File: config.mk
export PLATFORM = sky130hd
export DESIGN_NAME = fx_slice_extract
export DESIGN_NICKNAME = d
export VERILOG_FILES = /design/src/rtl/fx_pkg.sv /design/src/rtl/fx_cfg_bank.sv /design/src/rtl/fx_pos_track.sv /design/src/rtl/fx_slot.sv /design/src/rtl/fx_slice_extract.sv
export SDC_FILE = /design/constraint.sdc
export NUM_CORES = 1
export LEC_CHECK = 0
export ABC_CLOCK_PERIOD_IN_PS = 7800
export BUFFER_PORTS_ARGS = -buffer_cell sky130_fd_sc_hd__clkbuf_2
export CORE_MARGIN = 2
export CORE_UTILIZATION = 44
export DETAILED_ROUTE_END_ITERATION = 6
export GPL_TIMING_DRIVEN = 0
export PLACE_DENSITY = 0.65
export SYNTH_ARGS = -nofsm -noshare
export SYNTH_HDL_FRONTEND = slang
export SYNTH_SLANG_ARGS = --single-unit
File: constraint.sdc
create_clock -name clk -period 7.8 [get_ports clk]
set_input_delay 0.39 -clock clk [delete_from_list [all_inputs] [get_ports clk]]
set_output_delay 0.39 -clock clk [all_outputs]
set_load 0.05 [all_outputs]
File: src/rtl/fx_pkg.sv
package fx_pkg;
  localparam int CFG_W   = 8;
  localparam int OFF_W   = 5;
  localparam int FIELD_W = 16;
  localparam int BYTE_W  = 8;

  typedef enum logic [1:0] {
    ANCHOR_NONE = 2'b00,
    ANCHOR_L2   = 2'b01,
    ANCHOR_L3   = 2'b10,
    ANCHOR_RSV  = 2'b11
  } anchor_e;

  function automatic anchor_e cfg_anchor(input logic [CFG_W-1:0] c);
    return anchor_e'(c[6:5]);
  endfunction

  function automatic logic [OFF_W-1:0] cfg_offset(input logic [CFG_W-1:0] c);
    return c[OFF_W-1:0];
  endfunction

  function automatic logic cfg_in_use(input logic [CFG_W-1:0] c);
    return (cfg_anchor(c) == ANCHOR_L2) || (cfg_anchor(c) == ANCHOR_L3);
  endfunction
endpackage

File: src/rtl/fx_cfg_bank.sv
module fx_cfg_bank
  import fx_pkg::*;
#(
  parameter int NUM_SLOTS = 9,
  parameter int ADDR_W    = 4
) (
  input  logic                                clk,
  input  logic                                rst_n,
  input  logic                                we,
  input  logic [ADDR_W-1:0]                   addr,
  input  logic [CFG_W-1:0]                    wdata,
  input  logic                                sof_beat,
  output logic [NUM_SLOTS-1:0][CFG_W-1:0]     cfg_now
);
  logic [NUM_SLOTS-1:0][CFG_W-1:0] cfg_q;
  logic [NUM_SLOTS-1:0][CFG_W-1:0] cfg_snap;

  for (genvar i = 0; i < NUM_SLOTS; i++) begin : g_slot
    always_ff @(posedge clk) begin
      if (!rst_n) begin
        cfg_q[i]    <= '0;
        cfg_snap[i] <= '0;
      end else begin
        if (we && addr == ADDR_W'(i)) cfg_q[i] <= wdata;
        if (sof_beat)                 cfg_snap[i] <= cfg_q[i];
      end
    end
    // the start beat already uses the register value it snapshots
    assign cfg_now[i] = sof_beat ? cfg_q[i] : cfg_snap[i];
  end
endmodule

File: src/rtl/fx_pos_track.sv
module fx_pos_track #(
  parameter int POS_W = 7
) (
  input  logic             clk,
  input  logic             rst_n,
  input  logic             beat,
  input  logic             sof,
  input  logic             mark,
  output logic             here_ok,
  output logic [POS_W-1:0] here_pos
);
  logic             seen_q;
  logic [POS_W-1:0] next_q;
  logic             mark_b;

  assign mark_b   = beat && mark;
  assign here_ok  = mark_b || (seen_q && !sof);
  assign here_pos = mark_b ? '0 : next_q;

  always_ff @(posedge clk) begin
    if (!rst_n) begin
      seen_q <= 1'b0;
      next_q <= '0;
    end else if (beat) begin
      if (mark_b) begin
        seen_q <= 1'b1;
        next_q <= POS_W'(1);
      end else if (sof) begin
        seen_q <= 1'b0;
      end else if (seen_q && next_q != '1) begin
        next_q <= next_q + POS_W'(1);
      end
    end
  end
endmodule

File: src/rtl/fx_slot.sv
module fx_slot
  import fx_pkg::*;
#(
  parameter int POS_W = 7
) (
  input  logic               clk,
  input  logic               rst_n,
  input  logic               beat,
  input  logic               sof,
  input  logic [CFG_W-1:0]   cfg,
  input  logic [BYTE_W-1:0]  data,
  input  logic               l2_ok,
  input  logic [POS_W-1:0]   l2_pos,
  input  logic               l3_ok,
  input  logic [POS_W-1:0]   l3_pos,
  output logic               active,
  output logic               hit_hi,
  output logic               hit_lo,
  output logic               nxt_valid,
  output logic [FIELD_W-1:0] nxt_field
);
  function automatic logic [POS_W-1:0] byte_at(input logic [OFF_W-1:0] word,
                                              input logic second);
    return {{(POS_W-OFF_W-1){1'b0}}, word, second};
  endfunction

  logic              unused_cfg_top;
  anchor_e           anc;
  logic              sel_ok;
  logic [POS_W-1:0]  sel_pos;
  logic [BYTE_W-1:0] hi_q, lo_q, hi_d, lo_d;
  logic              ghi_q, glo_q, ghi_d, glo_d;
  logic              sof_b;

  assign unused_cfg_top = cfg[CFG_W-1];
  assign anc     = cfg_anchor(cfg);
  assign active  = cfg_in_use(cfg);
  assign sel_ok  = (anc == ANCHOR_L2) ? l2_ok  : l3_ok;
  assign sel_pos = (anc == ANCHOR_L2) ? l2_pos : l3_pos;
  assign sof_b   = beat && sof;

  assign hit_hi = beat && active && sel_ok && sel_pos == byte_at(cfg_offset(cfg), 1'b0);
  assign hit_lo = beat && active && sel_ok && sel_pos == byte_at(cfg_offset(cfg), 1'b1);

  always_comb begin
    hi_d  = sof_b ? '0 : hi_q;
    lo_d  = sof_b ? '0 : lo_q;
    ghi_d = ghi_q && !sof_b;
    glo_d = glo_q && !sof_b;
    if (hit_hi) begin
      hi_d  = data;
      ghi_d = 1'b1;
    end
    if (hit_lo) begin
      lo_d  = data;
      glo_d = 1'b1;
    end
  end

  assign nxt_valid = ghi_d && glo_d;
  assign nxt_field = nxt_valid ? {hi_d, lo_d} : '0;

  always_ff @(posedge clk) begin
    if (!rst_n) begin
      hi_q  <= '0;
      lo_q  <= '0;
      ghi_q <= 1'b0;
      glo_q <= 1'b0;
    end else if (beat) begin
      hi_q  <= hi_d;
      lo_q  <= lo_d;
      ghi_q <= ghi_d;
      glo_q <= glo_d;
    end
  end
endmodule

File: src/rtl/fx_slice_extract.sv
module fx_slice_extract
  import fx_pkg::*;
#(
  parameter  int NUM_SLOTS = 9,
  localparam int ADDR_W    = (NUM_SLOTS > 1) ? $clog2(NUM_SLOTS) : 1
) (
  input  logic                         clk,
  input  logic                         rst_n,
  input  logic                         cfg_we,
  input  logic [ADDR_W-1:0]            cfg_addr,
  input  logic [7:0]                   cfg_data,
  input  logic                         in_valid,
  input  logic [7:0]                   in_data,
  input  logic                         in_sof,
  input  logic                         in_eof,
  input  logic                         in_l2_mark,
  input  logic                         in_l3_mark,
  output logic                         done_o,
  output logic [NUM_SLOTS-1:0]         valid_o,
  output logic [16*NUM_SLOTS-1:0]      fields_o
);
  // saturating position must exceed the farthest reachable byte
  localparam int POS_W = OFF_W + 2;

  logic                            in_frame;
  logic                            beat;
  logic                            sof_beat;
  logic                            frame_end;
  logic [NUM_SLOTS-1:0][CFG_W-1:0] cfg_now;
  logic                            l2_ok, l3_ok;
  logic [POS_W-1:0]                l2_pos, l3_pos;
  logic [NUM_SLOTS-1:0]            act_now;
  logic [NUM_SLOTS-1:0]            hit_hi, hit_lo;
  logic [NUM_SLOTS-1:0]            nxt_valid;
  logic [FIELD_W*NUM_SLOTS-1:0]    nxt_fields;

  assign beat      = in_valid && (in_sof || in_frame);
  assign sof_beat  = beat && in_sof;
  assign frame_end = beat && in_eof;

  always_ff @(posedge clk) begin
    if (!rst_n) in_frame <= 1'b0;
    else if (beat) in_frame <= !in_eof;
  end

  fx_cfg_bank #(.NUM_SLOTS(NUM_SLOTS), .ADDR_W(ADDR_W)) u_cfg (
    .clk(clk), .rst_n(rst_n), .we(cfg_we), .addr(cfg_addr), .wdata(cfg_data),
    .sof_beat(sof_beat), .cfg_now(cfg_now)
  );

  fx_pos_track #(.POS_W(POS_W)) u_l2 (
    .clk(clk), .rst_n(rst_n), .beat(beat), .sof(in_sof), .mark(in_l2_mark),
    .here_ok(l2_ok), .here_pos(l2_pos)
  );

  fx_pos_track #(.POS_W(POS_W)) u_l3 (
    .clk(clk), .rst_n(rst_n), .beat(beat), .sof(in_sof), .mark(in_l3_mark),
    .here_ok(l3_ok), .here_pos(l3_pos)
  );

  for (genvar i = 0; i < NUM_SLOTS; i++) begin : g_slot
    fx_slot #(.POS_W(POS_W)) u_slot (
      .clk(clk), .rst_n(rst_n), .beat(beat), .sof(in_sof), .cfg(cfg_now[i]),
      .data(in_data), .l2_ok(l2_ok), .l2_pos(l2_pos), .l3_ok(l3_ok), .l3_pos(l3_pos),
      .active(act_now[i]), .hit_hi(hit_hi[i]), .hit_lo(hit_lo[i]),
      .nxt_valid(nxt_valid[i]), .nxt_field(nxt_fields[i*FIELD_W +: FIELD_W])
    );
  end

  always_ff @(posedge clk) begin
    if (!rst_n) begin
      done_o   <= 1'b0;
      valid_o  <= '0;
      fields_o <= '0;
    end else begin
      done_o <= frame_end;
      if (frame_end) begin
        valid_o  <= nxt_valid;
        fields_o <= nxt_fields;
      end
    end
  end
endmodule

**Yosys cells after proc, flatten, opt, wreduce, memory -nomap -nowiden**

Cells that the tools add are included.

- Logic and storage cells: 318
- Flip-flop bits (word level): 468

- Add/subtract/negate cells: 2
- Mux-type cells: 101
- Equality and inequality tests: 48
- Reductions and logical operators: 105

Operator list:

| operator | number |
|---|---|
| 8-bit two-way mux | 36 |
| 7-bit two-way mux | 26 |
| 16-bit two-way mux | 9 |
| 7-bit by 6-bit equality test with 1-bit output | 18 |
| 1-bit logical AND | 81 |
| 1-bit two-way mux | 30 |
| 2-bit by 1-bit equality test with 1-bit output, second input constant | 9 |
| 2-bit equality test, second input constant | 9 |
| 4-bit by 3-bit equality test with 1-bit output, second input constant | 4 |
| 7-bit by 1-bit adder with 7-bit output, second input constant | 2 |
| 7-bit inequality test, second input constant | 2 |
| 1-bit logical OR | 12 |
| 4-bit by 2-bit equality test with 1-bit output, second input constant | 2 |
| 2-bit nonzero test | 4 |
| 3-bit AND reduction | 2 |
| 4-bit by 1-bit equality test with 1-bit output, second input constant | 1 |
| 4-bit equality test, second input constant | 1 |
| 4-bit logical NOT | 1 |
| 2-bit by 1-bit inequality test with 1-bit output, second input constant | 2 |
| 2-bit AND reduction | 2 |
| 1-bit logical NOT | 3 |

**Depth between registers and ports, before layout**

- Word-level depth: 12
- Gate-level depth with buffers: 20
- Gate-level depth less buffers: 11

**By module**

A second synthesis with hierarchy kept.

- Cell total of the unflattened synthesis: 2663
- Area, all modules: 24649.9 um2

By module, submodules not included:

| module | cells an instance | sequential area each (um2) | times used | area an instance (um2) |
|---|---|---|---|---|
| fx_slot | 155 | 360.3 | 9 | 1325.0 |
| fx_slice_extract | 671 | 3103.0 | 1 | 6326.1 |
| fx_cfg_bank | 485 | 2882.8 | 1 | 5415.2 |
| fx_pos_track | 56 | 160.2 | 2 | 491.7 |

**Worst setup path before layout**

OpenSTA, ideal clock, no wires.

- Path type: input-to-reg
- From: input in_valid
- To: register fields_o[88]
- Arrival time: 4229 ps
- Data required time: 7683 ps
- Stages: 17
- Setup slack: 3455 ps
- Buffers on the path: 7
- Cells stage by stage: buf_2 nand2_2 buf_4 clkbuf_1 clkbuf_1 clkbuf_1 mux2i_1 ha_1 clkbuf_2 clkbuf_1 nand2_1 o32ai_1 xor2_1 nand4_1 a2111oi_4 mux2_2 a22o_1

- Word-level cells in the longest chain between the ends: 11
- Elaborated cells between the ends (all ways): 30

Ends and longest elaborated chain:

| item | line | text |
|---|---|---|
| start, declared | fx_slice_extract.sv:12 | `input logic in_valid,` |
| 1-bit logical AND * | fx_slice_extract.sv:37 | `assign beat = in_valid && (in_sof \|\| in_frame);` |
| parallel branches: the longest is 10 deep, another holds 16-bit two-way mux | - |  |
| end signal, assigned | fx_slice_extract.sv:79 | `fields_o <= nxt_fields;` |
| end, declared | fx_slice_extract.sv:20 | `output logic [16*NUM_SLOTS-1:0] fields_o` |

Every way passes the cells marked *.
A chain may end at the register's enable or synchronous reset.

**Worst setup path in the final report**

- From: input in_valid
- To: register fields_o[82]

Same word-level chain as after synthesis.

==> impl_metrics.json <==
{
  "syn-cell-area_um2": 21500,
  "hold_viol_final": 0,
  "drive_gt1_share_pct": 15.2,
  "synth.ff_latch_count": 459,
  "crit_arrival_ps": 6710,
  "reg2reg_depth": 7,
  "grt_max_degree": 14,
  "ir_drop_mv": 0.161,
  "place_hpwl_um": 51200,
  "synth-xor-area-share_pct": 1.75,
  "ctsResizeCount": 0,
  "antenna_found_initial": 1,
  "drc_errors": 0,
  "cp.required_ps": 8320,
  "cts_hold_buffers": 0,
  "vias": 18900,
  "die_area_um2": 50700,
  "numCtsBuffers": 50,
  "ys.flop_type": "dfxtp_1",
  "synthCells": 2377,
  "async_flop_share_pct": 0,
  "place_congestion": 0.935,
  "synth-edff-count": 0,
  "grt_pass1_vias": 17700,
  "ys_seq_area_share_pct": 42.7,
  "yosys.area_share.simple_pct": 20.5,
  "synth_area_per_cell_um2": 9.05,
  "dr.pass1.iters": 6,
  "timing.final.crit_share_pct": 79.3,
  "tritoncts": "yes",
  "vias_per_cell": 5.80,
  "synth_fa_ha_area_share_pct": 0.640,
  "clock_sinks": 459,
  "clk_path_buf_depth": 3,
  "post-cts-setup-buffers": 0,
  "port_buffers": 169,
  "tightest_slew_ps": 1210,
  "fin_setup_tns_ps": 0,
  "syn_to_final_growth_pct": 15.1,
  "period_needed_ps": 6190,
  "path_class": "in2reg",
  "setup_viol": 0,
  "cp_max_fo": 10,
  "outcome": "finished, final reports clean",
  "clk_latency_ps": 610,
  "ctsHtreeMaxLevel": 2,
  "die_x_um": 225,
  "root_buffer": "clkbuf_16",
  "slew_headroom_pct": 19.5,
  "rsz0062_at_grt": "no",
  "first_iter_violations": 1679,
  "grt.total_usage_pct": 28.2,
  "syn-num-nets": 2416,
  "synth_compound_area_share_pct": 17.1,
  "fmax_mhz": 162,
  "synth_top_family_by_area": "simple AND/OR/NAND/NOR gates",
  "synth_mux_area_share_pct": 12.4,
  "floorplan.initialDensity_pct": 44.2,
  "routed_wl_um": 73000,
  "fp-row-count": 81,
  "final_max_slew_viol_count": 0,
  "min_path_cells": 2,
  "ios": 182,
  "hp-class": "in2reg",
  "synth_cell_types": 68,
  "start_kind": "input pin",
  "drt-wirelength-per-cell_um": 22.4,
  "nFillCells": 4569,
  "globalRouteOverflowTotal": 0,
  "max_cap_viol_count": 0,
  "die_y_um": 225,
  "finalClockSkew_ps": 40.3,
  "core_um2": 48600,
  "p_leak_uw": 0.00895,
  "powerDensity_nw_per_um2": 203,
  "ant_nets": 0,
  "crit_path_end_kind": "flip-flop",
  "finish.utilization_pct": 50.9,
  "yosysWarnings": 0,
  "grt_pass1_wl_um": 109000,
  "nets": 2637,
  "clk_transition_reported_paths_ps": 60,
  "antenna_cells": 0
}
## kinds of logic (layout without fill, tap and decap cells)
| group | after synthesis | after routing |
|---|---|---|
| compound gates | 522 | 522 |
| fa+ha+maj | 11 | 11 |
| mux | 253 | 253 |
| simple gates | 858 | 858 |
| flops | 459 | 459 |
| xor+xnor | 43 | 43 |
| buf+inv | 231 | 490 |
## placed cells by master (no fill, tap or decap), drive strengths merged, types with 3 or more instances in the layout
cell,netlist,routed
bufinv,0,3
or2,3,3
nand4b,3,3
nor3,18,18
nor2b,148,148
and2,41,41
nor3b,3,3
o21ai,159,159
o32ai,41,41
a21oi,25,25
buf,62,62
o22ai,8,8
o21a,7,7
a2111oi,4,4
ha,11,11
a21boi,144,144
nand3b,55,55
xnor2,7,7
mux2i,183,183
nand2,365,365
a32o,5,5
mux2,70,70
clkbuf,162,400
dfxtp,459,459
a211oi,10,10
xor2,36,36
nand3,94,94
inv,6,7
clkinv,1,15
or3,3,3
clkinvlp,0,3
nor2,40,40
a22o,18,18
and3,71,71
o211ai,74,74
nand4,12,12
o211a,5,5
a311o,6,6
## cell type report
cell class              count  area, um^2  share of cell area, %
clock buffers              69        1410                   5.71
repair buffers            169         846                   3.42
clock inverters            21         203                  0.819
inverters                   7        26.3                  0.106
well taps                 622         778                   3.14
plain buffers             224        1030                   4.17
multi-input cells        1687       11300                   45.5
flip-flops and latches    459        9190                   37.1
## synthesized netlist by cell type (13+ instances only)
master | instances | area (um^2)
nor2b_1 | 148 | 926
o211ai_1 | 71 | 533
o21ai_1 | 51 | 255
o32ai_1 | 41 | 359
and2_1 | 40 | 250
dfxtp_1 | 459 | 9190
nand3_1 | 94 | 470
buf_6 | 14 | 158
mux2i_1 | 183 | 1830
buf_2 | 19 | 95.1
a21oi_1 | 25 | 125
buf_4 | 16 | 120
a22o_1 | 18 | 158
nor3_1 | 14 | 70.1
xor2_1 | 36 | 315
clkbuf_1 | 160 | 601
mux2_2 | 59 | 664
o21ai_0 | 108 | 541
buf_1 | 13 | 48.8
nand2_1 | 364 | 1370
and3_1 | 71 | 444
nand3b_1 | 55 | 413
a21boi_0 | 115 | 863
nor2_1 | 32 | 120
a21boi_1 | 29 | 218
## state kept, by name, indices dropped and copies added (netlist names), 7 cells and up
signal,flops
fields_o,144
g_slot.u_slot.ghi_q,9
g_slot.u_slot.glo_q,9
g_slot.u_slot.hi_q,72
g_slot.u_slot.lo_q,72
u_cfg.cfg_q,63
u_cfg.cfg_snap,63
u_l2.next_q,7
u_l3.next_q,7
valid_o,9
## metal layers
layer | up-vias | global-route usage (%) | wire length, um
met2 | 793 | 45.5 | 32900
met5 | - | 0 | 0
met3 | 210 | 4.72 | 5000
li1 | 8791 | - | -
met4 | 0 | 13.7 | 3690
met1 | 9096 | 36.8 | 31400
## worst paths after layout
check	slack (ps)	end	from
worst max-delay path	1610	fields_o[82]	in_valid
worst min-delay path	90	done_o	in_eof
worst max register to register	4000	fields_o[109]	in_frame
worst min register to register	450	fields_o[69]	fields_o[69]
## stage by stage
step	cells	worst slack (ps)	power, uW	hold WS, ps	area [um^2]
5_1_grt	3258	1340	5140	110	24800
3_3_place_gp	3168	1320	2690	431	23100
3_5_place_dp	3168	1170	2690	440	23100
4_1_cts	3258	1780	5030	64.3	24800
6_report	3258	1610	5020	90.8	24800
2_1_floorplan	2377	3450	2560	439	21500
## worst max-delay path: stages
cell,delay [ps]
buf_2,160
nand2_2,160
buf_4,290
clkbuf_1,690
clkbuf_1,720
clkbuf_1,900
mux2i_1,340
ha_1,190
clkbuf_2,180
clkbuf_1,440
o32ai_1,180
a211oi_1,290
nand4_1,250
a2111oi_4,670
buf_2,340
o21ai_1,190
o21ai_0,270
## power by group
group / internal (uW) / switching (uW)
Combinational: 68.8 / 219
Sequential: 2350 / 4.75
Clock: 1370 / 1010
Total: 3790 / 1230
Note: power is estimated with default switching activity, not from simulation.
